## config.mk

```make
export PLATFORM = sky130hd
export DESIGN_NAME = boost_softstart_supervisor
export DESIGN_NICKNAME = d
export VERILOG_FILES = /design/src/rtl/boost_softstart_supervisor.sv
export SDC_FILE = /design/constraint.sdc
export NUM_CORES = 1
export LEC_CHECK = 0
export BUFFER_PORTS_ARGS = -buffer_cell sky130_fd_sc_hd__buf_4
export CAP_MARGIN = 15
export CORE_MARGIN = 2
export CORE_UTILIZATION = 61
export DETAILED_ROUTE_END_ITERATION = 10
export PLACE_DENSITY = 0.9
export SLEW_MARGIN = 0
export SYNTH_ARGS = -nofsm -noshare
export SYNTH_HDL_FRONTEND = slang
export SYNTH_SLANG_ARGS = --single-unit
```

## constraint.sdc

```tcl
create_clock -name clk -period 7.3 [get_ports clk]
set_clock_uncertainty 0.05 [all_clocks]
set_input_delay 1.825 -clock clk [delete_from_list [all_inputs] [get_ports clk]]
set_output_delay 1.825 -clock clk [all_outputs]
set_load 0.03 [all_outputs]
```

## src/rtl/boost_softstart_supervisor.sv

```systemverilog
module boost_softstart_supervisor #(
  parameter int REF_W    = 8,
  parameter int STEPS    = 32,
  parameter int STEP_CYC = 256,
  parameter int HALF_CYC = 6000,
  parameter int OS_CYC   = 8
) (
  input  logic             clk,
  input  logic             rst_n,
  input  logic             enable,
  input  logic [REF_W-1:0] target_code,
  input  logic             sw_ovp,
  input  logic             fb_low,
  input  logic             vin_uv,
  input  logic             over_temp,
  output logic [REF_W-1:0] ref_code,
  output logic             half_limit,
  output logic             switch_en,
  output logic             open_fault
);
  localparam int K_W  = $clog2(STEPS + 1);
  localparam int SH   = $clog2(STEPS);
  localparam int SC_W = $clog2(STEP_CYC);
  localparam int HL_W = $clog2(HALF_CYC + 1);
  localparam int OS_W = $clog2(OS_CYC);
  localparam int P_W  = REF_W + K_W;

  logic            en_q, run, fault;
  logic [K_W-1:0]  step_k;
  logic [SC_W-1:0] step_cnt;
  logic [HL_W-1:0] hl_cnt;
  logic [OS_W-1:0] os_cnt;

  wire active   = run & ~fault;
  wire paused   = vin_uv | over_temp;
  wire ramp_end = (step_k == K_W'(STEPS));
  wire os_cond  = sw_ovp & fb_low;
  wire start    = enable & ~en_q;

  wire [P_W-1:0] prod = {{K_W{1'b0}}, target_code} * {{REF_W{1'b0}}, step_k};

  always_ff @(posedge clk or negedge rst_n) begin
    if (!rst_n) en_q <= 1'b0;
    else        en_q <= enable;
  end

  always_ff @(posedge clk or negedge rst_n) begin
    if (!rst_n) begin
      run <= 1'b0;
    end else begin
      run <= enable;
    end
  end

  always_ff @(posedge clk or negedge rst_n) begin
    if (!rst_n) begin
      step_k   <= '0;
      step_cnt <= '0;
    end else if (!enable || start) begin
      step_k   <= '0;
      step_cnt <= '0;
    end else if (active && !paused && !ramp_end) begin
      if (step_cnt == SC_W'(STEP_CYC - 1)) begin
        step_cnt <= '0;
        step_k   <= step_k + 1'b1;
      end else begin
        step_cnt <= step_cnt + 1'b1;
      end
    end
  end

  always_ff @(posedge clk or negedge rst_n) begin
    if (!rst_n)                 hl_cnt <= '0;
    else if (!enable || start)  hl_cnt <= '0;
    else if (active && !paused && hl_cnt != HL_W'(HALF_CYC))
      hl_cnt <= hl_cnt + 1'b1;
  end

  always_ff @(posedge clk or negedge rst_n) begin
    if (!rst_n) begin
      os_cnt <= '0;
      fault  <= 1'b0;
    end else if (!enable || start) begin
      os_cnt <= '0;
      fault  <= 1'b0;
    end else if (active) begin
      if (!os_cond) begin
        os_cnt <= '0;
      end else if (os_cnt == OS_W'(OS_CYC - 1)) begin
        os_cnt <= '0;
        fault  <= 1'b1;
      end else begin
        os_cnt <= os_cnt + 1'b1;
      end
    end
  end

  assign ref_code   = !active  ? '0 :
                      ramp_end ? target_code : prod[SH +: REF_W];
  assign half_limit = active & (hl_cnt != HL_W'(HALF_CYC));
  assign switch_en  = active & enable & ~paused;
  assign open_fault = fault;
endmodule


```

==> results.sh <==
export IMPL_status="finished clean"
export IMPL_clkPwrFrac=0.405
export IMPL_vias=2433
export IMPL_syn_num_nets=416
export IMPL_dp_hpwl_microns=4840
export IMPL_htreeDepth=2
export IMPL_endpoint_kind="primary output"
export IMPL_grt_overflow=0
export IMPL_final_util=0.695
export IMPL_fp_dieW_microns=75.9
export IMPL_io_buffer_count=25
export IMPL_cts_path_max_buffers=2
export IMPL_fin_area_sq_um=3500
export IMPL_cts_tree="built"
export IMPL_grt_usage=0.250
export IMPL_final_hold_viol_count=0
export IMPL_setup_viol=0
export IMPL_netlist_area_leader_share=0.254
export IMPL_start_util=0.625
export IMPL_gp_congestion=0.929
export IMPL_antennaDiodeCount=0
export IMPL_cts_buffers=5
export IMPL_cts_sinks=32
export IMPL_max_cap_violations=0
export IMPL_layout_common_cells="42 x inv_1, 36 x nand2_1, 35 x and2_1"
export IMPL_required_ns=5.43
export IMPL_wl_per_cell_microns=14.2
export IMPL_critPathLaunchType="input pin"
export IMPL_fin_setup_tns_ns=0
export IMPL_post_route_drc_count=0
export IMPL_rows=26
export IMPL_drtAntennaViolNets=0
export IMPL_slew_headroom=0.316
export IMPL_hold_path_class="flop to flop"
export IMPL_synth_cell_types=44
export IMPL_ys_warn_count=0
export IMPL_die_h_microns=75.9
export IMPL_drive_above_1_share=0.136
export IMPL_vias_per_cell=5.38
export IMPL_comb_power_share=0.073
export IMPL_cell_internal_pwr_mw=0.264
export IMPL_p_leak_nw=1.70
export IMPL_crit_path_max_fanout=7
export IMPL_clk_latency_ns=0.28
export IMPL_synth_top_cells_by_area="dfrtp_1 25%, fa_1 15%, ha_1 9.9%"
export IMPL_slew_viol_final=0
export IMPL_ir_drop_mv=0.135
export IMPL_grt_max_degree=33
export IMPL_placed_area_sq_um=3370
export IMPL_critPathKind="input pin to primary output"
export IMPL_antenna_found_initial=0
export IMPL_final_cells=452
export IMPL_ys_ff_latch=32
export IMPL_core_area_sq_um=5040
export IMPL_io_pins=26
export IMPL_clk_pin_slew_ns=0.06
export IMPL_yosysSeqAreaShare=0.254
export IMPL_p_seq_frac=0.522
export IMPL_area_growth_pct=11.3
export IMPL_max_freq_mhz=139
export IMPL_powerDensity_nw_per_um2=97.8
export IMPL_synth_cells=353
export IMPL_period_share=0.986
export IMPL_syn_avg_cell_area_sq_um=8.92
export IMPL_netlist_area_sq_um=3150
export IMPL_drt_pass1_iterations=4
export IMPL_rsz0062_at_grt="false"
export IMPL_nets=444
export IMPL_wl_microns=6420
export IMPL_mostFrequentLayoutCell="inv_1"
export IMPL_tightest_slew_ns=1.02
export IMPL_p_sw_mw=0.0792
export IMPL_p_sw_frac=0.231
export IMPL_cp_data_arrival_time_ns=5.32
export IMPL_die_area_sq_um=5750
export IMPL_grt_pass1_vias=2394
export IMPL_dp_cells=443
export IMPL_yosysTopAreaCell="dfrtp_1"
export IMPL_finalCriticalPeriod_ns=7.20
export IMPL_root_buffer="clkbuf_8"
export IMPL_drt_iter0_markers=136
export IMPL_grt_first_pass_wirelength_microns=11000
[final cells by class]
type	instances	area, sq um
Fill cell	378	1540
Timing Repair Buffer	32	240
Multi-Input combinational cell	268	2130
Clock buffer	8	90.1
Tap cell	70	87.6
Sequential cell	32	801
Inverter	42	158
[routing by layer]
layer / global-route usage / vias up / routed length (microns)
li1: - / 1206 / -
met5: 0 / - / 0
met1: 0.366 / 1170 / 3000
met4: 0.0331 / 0 / 21
met2: 0.403 / 53 / 3160
met3: 0.0410 / 4 / 238
[cell families after synthesis]
| family | share of synthesized area |
|---|---|
| flip-flops | 0.254 |
| XOR/XNOR | 0.0834 |
| adder cells (fa/ha/maj) | 0.246 |
| AND/OR/NAND/NOR | 0.257 |
| buffers and inverters | 0.0810 |
| AO/OA/AOI/OAI | 0.0723 |
| multiplexers | 0.00636 |
[flip-flops by register name (all words and copies together), names as in the netlist]
name,count
os_cnt,3
step_k,6
open_fault,1
hl_cnt,13
step_cnt,8
run,1
[worst paths after layout]
| check | startpoint | end | slack [ns] | cells past startpoint |
|---|---|---|---|---|
| worst max-delay path | target_code[7] | ref_code[7] | 0.10 | 15 |
| worst min-delay path | os_cnt[1]$_DFFE_PN0P_ | os_cnt[1]$_DFFE_PN0P_ | 0.48 | 2 |
| worst max register to register | step_k[1]$_DFFE_PN0P_ | step_cnt[3]$_DFFE_PN0P_ | 4.79 | 8 |
| worst min register to register | os_cnt[1]$_DFFE_PN0P_ | os_cnt[1]$_DFFE_PN0P_ | 0.48 | 2 |
| max in group asynchronous | rst_n | os_cnt[0]$_DFFE_PN0P_ | 5.48 | 1 |
| min in group asynchronous | rst_n | step_cnt[6]$_DFFE_PN0P_ | 1.42 | 1 |
[cell usage after synthesis, drive strengths merged]
| master | number |
|---|---|
| a21bo | 1 |
| a21o | 3 |
| a21oi | 18 |
| a31o | 1 |
| a31oi | 2 |
| a41oi | 1 |
| and2 | 38 |
| and2b | 1 |
| and3 | 1 |
| and4 | 2 |
| buf | 3 |
| clkbuf | 8 |
| dfrtp | 32 |
| fa | 23 |
| ha | 25 |
| inv | 42 |
| mux2i | 2 |
| nand2 | 36 |
| nand2b | 1 |
| nand3 | 8 |
| nand4 | 8 |
| nand4b | 2 |
| nor2 | 32 |
| nor2b | 2 |
| nor3 | 6 |
| nor3b | 4 |
| nor4 | 3 |
| nor4b | 2 |
| nor4bb | 1 |
| o21a | 1 |
| o21ai | 7 |
| o21ba | 1 |
| o22ai | 1 |
| o31a | 1 |
| o31ai | 1 |
| or3 | 2 |
| or4 | 1 |
| xnor2 | 10 |
| xor2 | 20 |
[power groups by stage]
stage	Combinational, mW	Sequential, mW	Clock (mW)
finish	0.0251	0.179	0.139
global route	0.0277	0.179	0.150
CTS	0.0252	0.179	0.142
detailed placement	0.0253	0.182	0
global placement	0.0247	0.182	0
floorplan	0.00910	0.182	0
[timing repair]
action,CTS,global route
hold buffers,0,0
setup endpoints to repair,2,4
pin swaps,0,7
gates resized for setup,2,5
buffers inserted,0,1
[critical path, cell delays in order]
cell and delay, ns:
buf_4 0.13, and2_1 0.15, fa_1 0.52, fa_1 0.56
inv_1 0.06, fa_1 0.52, inv_1 0.04, ha_1 0.30
a21o_1 0.19, a31o_2 0.26, a21oi_4 0.19, a21oi_2 0.09
xnor2_1 0.12, o21ba_2 0.19, buf_4 0.16
[through the flow]
stage | power [mW] | setup WS, ns | hold WS (ns)
5_1_grt | 0.356 | 0.00191 | 0.536
3_3_place_gp | 0.207 | -0.00548 | 0.463
3_5_place_dp | 0.207 | -0.139 | 0.462
4_1_cts | 0.346 | 0.0450 | 0.477
6_report | 0.343 | 0.104 | 0.476
2_1_floorplan | 0.191 | 0.0668 | 0.441
No activity file was read; power rests on OpenSTA's default activity.
